<file path="src/rtl/sertx_pkg.sv">
package sertx_pkg;
  localparam int DATA_W        = 8;
  localparam int MIN_BITS      = 5;
  localparam int TICKS_PER_BIT = 16;
  localparam int STOP_EXT_MAX  = 16;

  typedef enum logic [2:0] {
    SH_IDLE, SH_START, SH_DATA, SH_PAR, SH_STOP
  } sh_state_e;

  typedef enum logic [1:0] {
    PAR_NONE  = 2'd0,
    PAR_EVEN  = 2'd1,
    PAR_ODD   = 2'd2,
    PAR_FIXED = 2'd3
  } par_mode_e;

  typedef enum logic [1:0] {
    CMD_TX_ON   = 2'd0,
    CMD_TX_OFF  = 2'd1,
    CMD_RTS_SET = 2'd2,
    CMD_RTS_CLR = 2'd3
  } cmd_e;

  typedef struct packed {
    logic [1:0] len_code;
    par_mode_e  par_mode;
    logic       par_level;
    logic [4:0] stop_extra;
  } frame_cfg_t;
endpackage

</file>
<file path="src/rtl/sertx_fifo.sv">
module sertx_fifo #(
  parameter int WIDTH = 8,
  parameter int DEPTH = 8,
  localparam int PW = (DEPTH > 1) ? $clog2(DEPTH) : 1,
  localparam int CW = $clog2(DEPTH + 1)
) (
  input  logic             clk,
  input  logic             rst_n,
  input  logic             push,
  input  logic [WIDTH-1:0] din,
  input  logic             pop,
  output logic [WIDTH-1:0] dout,
  output logic [CW-1:0]    fill
);
  logic [WIDTH-1:0] slots [DEPTH];
  logic [PW-1:0]    wp, rp;

  function automatic logic [PW-1:0] nxt(input logic [PW-1:0] p);
    return (p == PW'(DEPTH - 1)) ? '0 : p + 1'b1;
  endfunction

  assign dout = slots[rp];

  always_ff @(posedge clk) begin
    if (push) slots[wp] <= din;
  end

  always_ff @(posedge clk) begin
    if (!rst_n) begin
      wp   <= '0;
      rp   <= '0;
      fill <= '0;
    end else begin
      if (push) wp <= nxt(wp);
      if (pop)  rp <= nxt(rp);
      case ({push, pop})
        2'b10:   fill <= fill + 1'b1;
        2'b01:   fill <= fill - 1'b1;
        default: fill <= fill;
      endcase
    end
  end
endmodule

</file>
<file path="src/rtl/sertx_shifter.sv">
module sertx_shifter
  import sertx_pkg::*;
#(
  parameter int TPB = TICKS_PER_BIT,
  localparam int TW = $clog2(2 * TPB + 1)
) (
  input  logic              clk,
  input  logic              rst_n,
  input  logic              tick,
  input  frame_cfg_t        cfg,
  input  logic              avail,
  input  logic [DATA_W-1:0] din,
  output logic              pop,
  output logic              txd,
  output logic              busy
);
  sh_state_e         state;
  frame_cfg_t        cfg_q;
  logic [DATA_W-1:0] shreg;
  logic [TW-1:0]     tcnt;
  logic [TW-1:0]     stop_len_q;
  logic [3:0]        bidx;
  logic              par_q;
  logic [3:0]        nbits_q;
  logic              end_now;
  logic [DATA_W-1:0] mask;
  logic              par_calc;

  assign nbits_q = 4'(MIN_BITS) + {2'b00, cfg_q.len_code};
  assign busy    = (state != SH_IDLE);
  assign end_now = (state == SH_STOP) ? (tcnt == stop_len_q - 1'b1)
                                      : (tcnt == TW'(TPB - 1));
  assign pop     = avail && ((state == SH_IDLE) ||
                             (state == SH_STOP && tick && end_now));

  assign mask = {DATA_W{1'b1}} >> (2'd3 - cfg.len_code);

  always_comb begin
    unique case (cfg.par_mode)
      PAR_EVEN:  par_calc = ^(din & mask);
      PAR_ODD:   par_calc = ~^(din & mask);
      PAR_FIXED: par_calc = cfg.par_level;
      default:   par_calc = 1'b0;
    endcase
  end

  always_ff @(posedge clk) begin
    if (!rst_n) begin
      state      <= SH_IDLE;
      txd        <= 1'b1;
      tcnt       <= '0;
      bidx       <= '0;
      shreg      <= '0;
      par_q      <= 1'b0;
      cfg_q      <= '0;
      stop_len_q <= TW'(TPB);
    end else if (pop) begin
      shreg      <= din;
      cfg_q      <= cfg;
      par_q      <= par_calc;
      stop_len_q <= TW'(TPB) + TW'(cfg.stop_extra);
      tcnt       <= '0;
      bidx       <= '0;
      state      <= SH_START;
      txd        <= 1'b0;
    end else if (tick && busy) begin
      if (!end_now) begin
        tcnt <= tcnt + 1'b1;
      end else begin
        tcnt <= '0;
        unique case (state)
          SH_START: begin
            state <= SH_DATA;
            txd   <= shreg[0];
          end
          SH_DATA: begin
            if (bidx == nbits_q - 1'b1) begin
              if (cfg_q.par_mode != PAR_NONE) begin
                state <= SH_PAR;
                txd   <= par_q;
              end else begin
                state <= SH_STOP;
                txd   <= 1'b1;
              end
            end else begin
              bidx  <= bidx + 1'b1;
              shreg <= shreg >> 1;
              txd   <= shreg[1];
            end
          end
          SH_PAR: begin
            state <= SH_STOP;
            txd   <= 1'b1;
          end
          default: begin
            state <= SH_IDLE;
            txd   <= 1'b1;
          end
        endcase
      end
    end
  end
endmodule

</file>
<file path="src/rtl/sertx_handshake.sv">
module sertx_handshake #(
  parameter int TPB = 16,
  localparam int CW = $clog2(TPB)
) (
  input  logic clk,
  input  logic rst_n,
  input  logic tick,
  input  logic set_req,
  input  logic clr_req,
  input  logic auto_en,
  input  logic tx_en,
  input  logic drained,
  output logic rts
);
  logic          armed;
  logic [CW-1:0] cnt;
  logic          release_now;

  assign armed       = auto_en && !tx_en && drained;
  assign release_now = armed && tick && (cnt == CW'(TPB - 1));

  always_ff @(posedge clk) begin
    if (!rst_n) begin
      cnt <= '0;
    end else if (!armed) begin
      cnt <= '0;
    end else if (tick) begin
      cnt <= (cnt == CW'(TPB - 1)) ? '0 : cnt + 1'b1;
    end
  end

  always_ff @(posedge clk) begin
    if (!rst_n)           rts <= 1'b0;
    else if (clr_req)     rts <= 1'b0;
    else if (set_req)     rts <= 1'b1;
    else if (release_now) rts <= 1'b0;
  end
endmodule

</file>
<file path="src/rtl/sertx_autorts.sv">
module sertx_autorts
  import sertx_pkg::*;
#(
  parameter int FIFO_DEPTH = 8,
  localparam int CNT_W = $clog2(FIFO_DEPTH + 1)
) (
  input  logic              clk,
  input  logic              rst_n,
  input  logic              tick_16x,
  input  logic              wr_valid,
  output logic              wr_ready,
  input  logic [DATA_W-1:0] wr_data,
  input  logic              mode_we,
  input  logic [5:0]        mode_wdata,
  input  logic              stop_we,
  input  logic [4:0]        stop_wdata,
  input  logic              cmd_valid,
  input  logic [1:0]        cmd_op,
  output logic              txd,
  output logic              rts
);
  logic [5:0]        mode_q;
  logic [4:0]        stop_q;
  logic              tx_en;
  logic              auto_en;
  logic [CNT_W-1:0]  fill;
  logic              q_empty, q_full;
  logic              push, pop;
  logic [DATA_W-1:0] q_data;
  logic              sh_busy;
  frame_cfg_t        cfg;

  assign q_empty  = (fill == '0);
  assign q_full   = (fill == CNT_W'(FIFO_DEPTH));
  assign wr_ready = tx_en && !q_full;
  assign push     = wr_valid && wr_ready;
  assign auto_en  = mode_q[5];

  always_comb begin
    cfg.len_code   = mode_q[1:0];
    cfg.par_mode   = par_mode_e'(mode_q[3:2]);
    cfg.par_level  = mode_q[4];
    cfg.stop_extra = (stop_q > 5'(STOP_EXT_MAX)) ? 5'(STOP_EXT_MAX) : stop_q;
  end

  always_ff @(posedge clk) begin
    if (!rst_n) begin
      mode_q <= '0;
      stop_q <= '0;
      tx_en  <= 1'b0;
    end else begin
      if (mode_we) mode_q <= mode_wdata;
      if (stop_we) stop_q <= stop_wdata;
      if (cmd_valid && cmd_op == CMD_TX_ON)  tx_en <= 1'b1;
      if (cmd_valid && cmd_op == CMD_TX_OFF) tx_en <= 1'b0;
    end
  end

  sertx_fifo #(.WIDTH(DATA_W), .DEPTH(FIFO_DEPTH)) u_fifo (
    .clk(clk), .rst_n(rst_n), .push(push), .din(wr_data),
    .pop(pop), .dout(q_data), .fill(fill)
  );

  sertx_shifter #(.TPB(TICKS_PER_BIT)) u_shift (
    .clk(clk), .rst_n(rst_n), .tick(tick_16x), .cfg(cfg),
    .avail(!q_empty), .din(q_data), .pop(pop), .txd(txd), .busy(sh_busy)
  );

  sertx_handshake #(.TPB(TICKS_PER_BIT)) u_hs (
    .clk(clk), .rst_n(rst_n), .tick(tick_16x),
    .set_req(cmd_valid && cmd_op == CMD_RTS_SET),
    .clr_req(cmd_valid && cmd_op == CMD_RTS_CLR),
    .auto_en(auto_en), .tx_en(tx_en), .drained(q_empty && !sh_busy),
    .rts(rts)
  );
endmodule

</file>
<file path="config.mk">
export PLATFORM = sky130hd
export DESIGN_NAME = sertx_autorts
export DESIGN_NICKNAME = d
export VERILOG_FILES = /design/src/rtl/sertx_pkg.sv /design/src/rtl/sertx_fifo.sv /design/src/rtl/sertx_shifter.sv /design/src/rtl/sertx_handshake.sv /design/src/rtl/sertx_autorts.sv
export SDC_FILE = /design/constraint.sdc
export NUM_CORES = 1
export LEC_CHECK = 0
export BUFFER_PORTS_ARGS = -buffer_cell sky130_fd_sc_hd__clkbuf_2
export CAP_MARGIN = 15
export CORE_MARGIN = 2
export CORE_UTILIZATION = 45
export DETAILED_ROUTE_END_ITERATION = 16
export PLACE_DENSITY = 0.69
export SETUP_SLACK_MARGIN = 0.1
export SYNTH_ARGS = -nofsm -noshare
export SYNTH_HDL_FRONTEND = slang
export SYNTH_SLANG_ARGS = --single-unit
</file>
<file path="constraint.sdc">
create_clock -name clk -period 9 [get_ports clk]
set_input_delay 0 -clock clk [delete_from_list [all_inputs] [get_ports clk]]
set_output_delay 0 -clock clk [all_outputs]
set_load 0.005 [all_outputs]
</file>
After elaboration in Yosys (flattened, before gate mapping)
Memories as Yosys holds them, arrays and structs flattened. A register that Yosys moved wholly into a read port is not among the register bits.
Cells that the tools add are included.

operators by class
  order comparisons = 1
  add/sub/neg operators = 12
  reduce and logical (&&, ||, !) cells = 41
  div/mod/pow operators = 0
  equality and inequality tests = 22
  multiplexer cells = 31
  shifts and indexed selects = 1
  multipliers = 0
  bitwise operators = 3

operators by type and width
  kind                   count
  $mux W8                5
  $mux W3                6
  $logic_and A1 B1 Y1    15
  $mux W1                13
  $add A4 B1 Y4 const B  3
  $reduce_bool A2 Y1     6
  $eq A2 B2 Y1 const B   5
  $eq A3 B3 Y1 const B   3
  $pmux W3 S3            1
  $and A8 B8 Y8          1
  $eq A4 B4 Y1 const B   2
  $pmux W4 S2            1
  $reduce_and A4 Y1      2
  $reduce_xnor A8 Y1     1
  $reduce_xor A8 Y1      1
  $shr A8 B2 Y8 const A  1
  $sub A4 B1 Y4 const B  2
  $add A3 B1 Y3 const B  2
  $add A5 B5 Y6 const A  1
  $add A6 B1 Y6 const B  1
  $eq A2 B1 Y1 const B   3
  $eq A3 B2 Y1 const B   2
  $eq A6 B4 Y1 const B   1
  $eq A6 B6 Y1           1
  other kinds (24)       32

word-level totals
  output and inout bits = 3
  register bits = 60
  logic and storage cells = 130
  bits of input ports = 28
  memory bits (read-only) = 0
  memories kept = 1
  latch bits = 0
  bits in writable memories = 64

memory list
  memory        depth  width  read ports  clocked after memory_dff  wr ports  RTL line          RTL
  u_fifo.slots  8      8      1           1                         1         sertx_fifo.sv:15  logic [WIDTH-1:0] slots [DEPTH];

Logic depth before layout (Yosys ltp)
Gate-level depths: netlist of run 1.

  depth in word-level cells = 8
  mapped depth = 17
  gate-level depth less buffers = 16

Modules after synthesis
A second synthesis of run 1 with hierarchy kept.

unflattened totals
  cells, all modules = 492
  area total of the unflattened synthesis = 5895.7 um^2

by module, submodules not included
  module           cells each  area each (um^2)  times used  sequential area each (um^2)
  sertx_fifo       166         3128.0            1           2182.1
  sertx_shifter    247         1998.2            1           660.6
  sertx_autorts    54          538.0             1           240.2
  sertx_handshake  25          231.5             1           100.1

Worst setup path after synthesis of run 1
OpenSTA, ideal clock, no wires.

  kind = register -> register
  from = register u_shift.stop_len_q[2]
  to = register u_fifo.fill[2]
  path buffers = 2
  stages on the path, launching flop included = 17
  clock period less this slack = 3.477 ns
  setup time = 0.070 ns
  data arrival time = 3.406 ns
  setup slack = 5.523 ns
  data required time = 8.930 ns
  path through = dfxtp_1 > buf_2 > or4_4 > o21a_1 > o2111a_1 > o32a_1 > buf_2 > a31o_2 > nand2_1 > inv_1 > ha_1 > xor2_1 > ha_1 > a21oi_1 > xor2_1 > or3_1 > a21oi_1

on the way
  longest elaborated chain between the ends = 8
  elaborated cells on any way between the ends = 10
  those cells by class = add/sub (1); eq/ne (3); mux (2); reduce/logical (4)

RTL lines
  item                                                      RTL line             RTL
  from (decl)                                               sertx_shifter.sv:21  logic [TW-1:0] stop_len_q;
  from (signal assigned)                                    sertx_shifter.sv:56  stop_len_q <= TW'(TPB);
  from (signal assigned)                                    sertx_shifter.sv:61  stop_len_q <= TW'(TPB) + TW'(cfg.stop_extra);
  $sub A6 B1 Y6 *                                           sertx_shifter.sv:31  assign end_now = (state == SH_STOP) ? (tcnt == stop_len_q - 1'b1)
  $eq A6 B6 Y1 *                                            sertx_shifter.sv:31
  $mux W1 *                                                 sertx_shifter.sv:31
  $logic_and A1 B1 Y1 *                                     sertx_shifter.sv:34  (state == SH_STOP && tick && end_now));
  $logic_or A1 B1 Y1 *                                      sertx_shifter.sv:33  assign pop = avail && ((state == SH_IDLE) ||
  $logic_and A1 B1 Y1 *                                     sertx_shifter.sv:33
  $eq A2 B1 Y1 / $eq A2 B2 Y1 (equally long branches)       sertx_fifo.sv:36     case ({push, pop})
  $pmux W4 S2 / $reduce_bool A2 Y1 (equally long branches)  n/a
  to (signal assigned)                                      sertx_fifo.sv:37     2'b10: fill <= fill + 1'b1;
  to (signal assigned)                                      sertx_fifo.sv:38     2'b01: fill <= fill - 1'b1;
  to (signal assigned)                                      sertx_fifo.sv:39     default: fill <= fill;
  to (decl)                                                 sertx_fifo.sv:13     output logic [CW-1:0] fill

Every way passes the cells marked *; elsewhere a longest branch is shown, timed or not.
A chain may end at the register's enable or synchronous reset.

Worst setup path after layout of run 1
  from = register u_shift.stop_len_q[0]
  to = register u_fifo.fill[2]

Same word-level chain as after synthesis.

==> results of run 1 <==
-- per-layer routing --
layer | global-route usage (%) | up-vias | part of all wire (%)
met2 | 33.1 | 120 | 50
met3 | 4.93 | 18 | 5.3
met4 | 7.46 | 0 | 1.5
li1 | - | 1939 | -
met5 | 0 | - | 0
met1 | 23.2 | 1944 | 43
-- cells in the mapped netlist (all sizes together) (2+ instances only) --
cell type,instances
nand3b,3
edfxtp,64
mux4,16
xnor2,8
nor2b,3
mux2i,22
o22a,2
or4b,5
buf,10
a21boi,2
ha,11
nand2b,5
nor2,40
o211ai,11
clkbuf,17
or3,9
nand4b,4
o32a,2
xor2,11
nor4b,2
nor3b,4
mux2,4
inv,11
or4,3
nand3,18
xnor3,3
a211oi,2
o21ai,23
a21oi,30
nor3,12
nor4,4
nand2,23
nand4,9
a31oi,10
o31ai,3
dfxtp,63
o21a,3
-- per-stage QoR --
step / utilization [%] / setup slack (ns) / total power, W
after floorplan: - / 5.52 / 0.00102
after global placement: 48.1 / 5.24 / 0.00110
after detailed placement: 48.1 / 5.05 / 0.00111
after CTS: 54.9 / 5.03 / 0.00176
after global routing: 55.0 / 4.64 / 0.00184
final: 55.0 / 4.97 / 0.00175
-- critical path, stage by stage, from the launching register on --
cell and delay, ns:
dfxtp_1 0.37, inv_1 0.08, ha_1 0.20, nor3b_1 0.34
xnor2_1 0.14, or4b_1 0.48, o311ai_1 0.13, buf_4 0.25
a31o_2 0.38, nand2_1 0.16, inv_1 0.14, ha_1 0.27
xor2_1 0.18, ha_1 0.16, a21oi_1 0.05, xor2_1 0.17
or3_1 0.32, a21oi_1 0.15
-- state kept, by name, indices dropped and copies added (netlist names), named ones only --
name	flops
u_fifo.fill	4
u_shift.txd	1
u_shift.stop_len_q	6
u_shift.shreg	8
u_shift.par_q	1
u_hs.rts	1
mode_q	6
u_shift.tcnt	6
u_hs.cnt	4
u_shift.bidx	4
u_shift.state	3
stop_q	5
u_fifo.slots	64
u_fifo.wp	3
u_shift.cfg_q	4
u_fifo.rp	3
tx_en	1
-- report_power, final --
group          leakage, nW  switching (W)  internal (W)  total (W)
sequential            1.09      0.0000661      0.000657   0.000723
clock                0.252       0.000236      0.000400   0.000635
combinational         1.05       0.000205      0.000191   0.000396
total                 2.39       0.000507       0.00125    0.00175
-- layout make-up --
cell class,count,area share [%]
Clock buffer,18,6.26
Tap cell,172,3.14
Timing Repair Buffer,66,7.30
Inverter,11,0.602
Clock inverter,12,1.79
Multi-Input combinational cell,314,34.5
Sequential cell,127,46.4
-- path summary, 6_finish.rpt --
path | slack, ns | end | cells after the start | startpoint
hold reg to reg | 0.49 | u_shift.cfg_q[6]$_SDFFE_PN0N_ | 2 | u_shift.cfg_q[6]$_SDFFE_PN0N_
setup / recovery | 4.97 | u_fifo.fill[2]$_SDFFE_PN0P_ | 17 | u_shift.stop_len_q[0]$_SDFFE_PN0N_
setup reg to reg | 4.97 | u_fifo.fill[2]$_SDFFE_PN0P_ | 17 | u_shift.stop_len_q[0]$_SDFFE_PN0N_
hold / removal | 0.02 | mode_q[5]$_SDFFE_PN0P_ | 3 | mode_we
-- logic make-up (layout without fill, tap and decap cells) --
kind of cell	Yosys count	after routing	share of synthesized area (%)
AO/OA/AOI/OAI	94	94	10.2
XOR/XNOR	22	22	4.11
adder cells (fa/ha/maj)	11	11	2.42
buffers and inverters	38	107	2.83
flip-flops	127	127	55.9
multiplexers	42	42	11.0
AND/OR/NAND/NOR	145	145	13.6
-- repair_timing --
item | in CTS | in global routing
hold buffers | 29 | 0
endpoints found under the setup margin | 0 | 0
hold endpoints to repair | 81 | 0
setup buffers | 0 | 0
==> impl_metrics.yaml, run 1 <==
place:
  place_congestion: 0.767
  hpwl_um: 7870
  place_area_um2: 6000
  dp.cells: 660
  io_buffer_count: 30
drt:
  wl_per_cell_um: 16.5
  drt_iter0_drc: 265
  remaining_drc_errors: 0
  viasPerCell: 5.58
  totalWireLength_um: 11900
  drtPass1Iterations: 4
  vias: 4021
  ant_nets: 0
final_layout:
  final_cell_mix: "64 x edfxtp_1, 63 x dfxtp_1, 40 x nor2_1"
  diodes: 0
  final_cells: 720
  drive_gt1_share_pct: 16.8
  multi_input_area_um2: 2370
  final_area_um2: 6860
  nFillCells: 1006
  layout_commonest_cell: "edfxtp_1"
  area_delta_synth_final_pct: 20.4
  seqCellArea_um2: 3180
  final_nets: 576
floorplanning:
  die_area_um2: 13600
  die_x_um: 117
  rows: 41
  start_util_pct: 45.7
  boundaryPins: 31
  coreArea_um2: 12500
  fp.dieH_um: 117
clock_tree:
  htree_num_levels: 4
  clkLatencyLatePin_ns: 0.41
  cts-root-buf: "clkbuf_16"
  tritoncts: "done"
  clk_pin_slew_ns: 0.05
  cts-resized-gates: 0
  cts_buffer_depth: 2
  clkSinkCount: 127
  cts_buffers: 17
sta:
  period_share_pct: 44.8
  fmax_mhz: 248
  whs_ns: 0.0162
  setup_violations: 0
  rsz0062_at_grt: "no"
  hold_viol_final: 0
  finalCriticalPeriod_ns: 4.03
  worst_pin_slew_ns: 1.05
  clock_skew_ns: 0.0102
  setup_tns_ns: 0
  max_slew_margin_pct: 29.8
  slew_viol_final: 0
synthesis:
  yosysTopAreaCellShare_pct: 33.7
  synth.area.top_cells: "edfxtp_1 34%, dfxtp_1 22%, mux4_2 6.3%"
  synth_top_flop_cell: "edfxtp_1"
  synth_edf_count: 64
  ys_warn_count: 0
  ys_seq_area_share_pct: 55.9
  synth_area_leader_cell: "edfxtp_1"
  synth-seq-cells: 127
  ys_types: 50
  synth_nets: 518
  async_reset_ff_share_pct: 0
  syn_avg_cell_area_um2: 11.9
  syn_area_um2: 5700
  synthCells: 479
pwr:
  vdd_drop_max_uv: 187
  p_leak_nw: 2.39
  p_per_area_nw_per_um2: 256
worst_setup_path:
  cp-end-kind: "register"
  worstSetupStartpointType: "register"
  cp_data_required_time_ns: 9.34
  arrival_ns: 4.37
  crit_type: "register to register"
  crit_fanout: 16
run:
  cap_violations: 0
worst_hold_path:
  hold_class: "primary input to register"
global_routing:
  grt_pass1_wl_um: 19600
  grt_util_all_layers_pct: 19.2
  grt_antenna_before_repair: 0
  grt_pass1_vias: 4046
  overflow: 0
  grt_max_degree: 32
outcome:
  status: "completed"
Note: power is estimated with default switching activity, not from simulation.
==> run 2: changes to the inputs <==
- PLACE_DENSITY: 0.69 -> 0.71
- clock period: 9 -> 3.5 ns (I/O delays scaled with it)
==> run 2 against run 1 <==
Effect of this change:
- core utilization grew 1.4 points
- cell area up 2.5%
- clock power grew to 2.8 times the previous value
- combinational power increased to 2.8 times the previous value
- total power rose to 2.7 times the previous value
- critical path depth fell by 3
- hold slack worse by 0.012 ns
- sequential share of layout area down 1.1 points
- critical endpoint unchanged
- highest routed layer unchanged
==> impl_metrics.yaml, run 2 (synthesis results as in run 1) <==
final_layout:
  drive_gt1_share_pct: 20.0
  layout_commonest_cell: "edfxtp_1"
  largest_reg_flops: 64
  diodes: 0
  top_register: "u_fifo.slots"
  final_nets: 590
  area_delta_synth_final_pct: 23.5
  final_cells: 736
  largestRegisters: "u_fifo.slots (64), u_shift.shreg (8)"
  multi_input_area_um2: 2390
  nFillCells: 997
  final_cell_mix: "64 x edfxtp_1, 60 x dfxtp_1, 40 x nor2_1"
  final_area_um2: 7030
  seqCellArea_um2: 3190
sta:
  fmax_mhz: 304
  period_share_pct: 93.9
  max_slew_margin_pct: 38.7
  slew_viol_final: 0
  setup_tns_ns: 0
  worst_pin_slew_ns: 0.916
  hold_viol_final: 0
  setup_violations: 0
  rsz0062_at_grt: "no"
  clock_skew_ns: 0.00970
  finalCriticalPeriod_ns: 3.29
worst_setup_path:
  worstSetupStartpointType: "register"
  arrival_ns: 3.64
  cp_cell_sequence: "or4_4, o21a_1, o2111a_1, o32a_1, a31o_4, nand2_2, inv_2, ha_4, xor2_1, ha_1, a21oi_1, xor2_1, or3_1, a21oi_1"
  rr_worst_depth: 14
  cp_top_family: "compound AO/OA/AOI/OAI gates"
  crit_fanout: 7
  rr_startpoint: "u_shift.stop_len_q[0]$_SDFFE_PN0N_"
  crit_start: "u_shift.stop_len_q[0]$_SDFFE_PN0N_"
  cp-end-kind: "register"
  slowest_stage: "or4_4"
  crit_end: "u_fifo.fill[2]$_SDFFE_PN0P_"
  r2r_slack_ns: 0.21
  critical_path_buf_inv_count: 1
  crit_type: "register to register"
  r2r_end: "u_fifo.fill[2]$_SDFFE_PN0P_"
  path_depth: 14
  cp_data_required_time_ns: 3.85
  cp_slowest_stage_delay_ns: 0.55
place:
  place_area_um2: 6110
  place_congestion: 0.849
  dp.cells: 674
  io_buffer_count: 30
  hpwl_um: 7860
pwr:
  power.share.sequential_pct: 38.7
  pwr-share-comb_pct: 23.7
  p_int_w: 0.00334
  power.total_w: 0.00470
  p_leak_nw: 2.50
  power_switching_w: 0.00136
  vdd_drop_max_uv: 498
  power_frac_clock_pct: 37.7
  sw_frac_of_total_pct: 28.9
  p_per_area_nw_per_um2: 668
drt:
  drtPass1Iterations: 5
  totalWireLength_um: 12300
  vias: 4075
  viasPerCell: 5.54
  drt_iter0_drc: 208
  ant_nets: 0
  remaining_drc_errors: 0
  wl_per_cell_um: 16.7
clock_tree:
  cts_buffers: 17
  htree_num_levels: 4
  clkLatencyLatePin_ns: 0.42
  clk_pin_slew_ns: 0.06
  cts-root-buf: "clkbuf_16"
  cts_setup_buffers: 0
  clkSinkCount: 127
  tritoncts: "done"
  cts_buffer_depth: 2
outcome:
  status: "completed"
floorplanning:
  fp.dieH_um: 117
  die_x_um: 117
  rows: 41
  boundaryPins: 31
  start_util_pct: 45.7
  die_area_um2: 13600
  coreArea_um2: 12500
global_routing:
  grt_max_degree: 32
  grt_util_all_layers_pct: 20.4
  grt_pass1_wl_um: 20700
  grt_antenna_before_repair: 0
  grt_pass1_vias: 4162
  overflow: 0
run:
  cap_violations: 0
worst_hold_path:
  hold_class: "primary input to register"
[run 2: cell count changes in the layout (fill, tap and decap cells not counted), sizes merged]
cell         before  now
clkinv            5    7
buf               7   20
inv              11   13
dlygate4sd3      29   30
bufinv            2    3
clkinvlp          5    2
[run 2: worst min path at each step]
stage / from / end / slack (ns) / cells past startpoint
after global routing: mode_we / mode_q[1]$_SDFFE_PN0P_ / 0.03 / 3
final: mode_we / mode_q[2]$_SDFFE_PN0P_ / 0.004 / 3
after floorplan: cmd_op[0] / tx_en$_SDFFE_PP0P_ / 0.1 / 1
after global placement: cmd_op[0] / tx_en$_SDFFE_PP0P_ / 0.20 / 2
after CTS: mode_we / mode_q[0]$_SDFFE_PN0P_ / 0.001 / 3
after detailed placement: cmd_op[0] / tx_en$_SDFFE_PP0P_ / 0.21 / 2
[run 2: power by group through the flow]
stage | Clock [W] | Sequential, W | Combinational [W]
after global routing | 0.00186 | 0.00183 | 0.00123
after global placement | 0 | 0.00183 | 0.00101
after CTS | 0.00179 | 0.00181 | 0.00109
final | 0.00177 | 0.00181 | 0.00111
after floorplan | 0 | 0.00178 | 0.000849
after detailed placement | 0 | 0.00184 | 0.00105
[run 2: layer usage]
metal	share of wire (%)	GRT usage (%)	wire length, um	up-vias
li1	-	-	-	1970
met3	4.5	5.81	547	23
met4	2.3	8.25	282	0
met2	50	33.8	6170	101
met5	0	0	0	-
met1	43	25.1	5270	1981
[run 2: area by class of cell]
type | count | area share, %
clock buffer | 18 | 6.10
clock inverter | 14 | 2.37
inverter | 11 | 0.587
multi-input combinational | 314 | 34.0
sequential | 127 | 45.3
tap | 172 | 3.06
timing repair buffer | 80 | 8.54
[run 2: what timing repair did]
item | CTS | global route
resized for setup | 2 | 6
hold buffers | 30 | 0
pin swaps | 0 | 0
endpoints found under the setup margin | 1 | 1
hold endpoints to repair | 81 | 0
[run 2: per-stage QoR]
stage	hold slack, ns	setup WS (ns)	utilization, %
floorplan	0.0956	0.104	-
global placement	0.196	0.162	49.0
detailed placement	0.208	0.00442	49.0
CTS	0.00113	0.144	56.2
global route	0.0301	0.106	56.4
finish	0.00406	0.212	56.4
[run 2: worst min-delay path, stage by stage]
cell and delay, ns:
clkbuf_2 0.21, mux2i_1 0.10, nor2_1 0.08
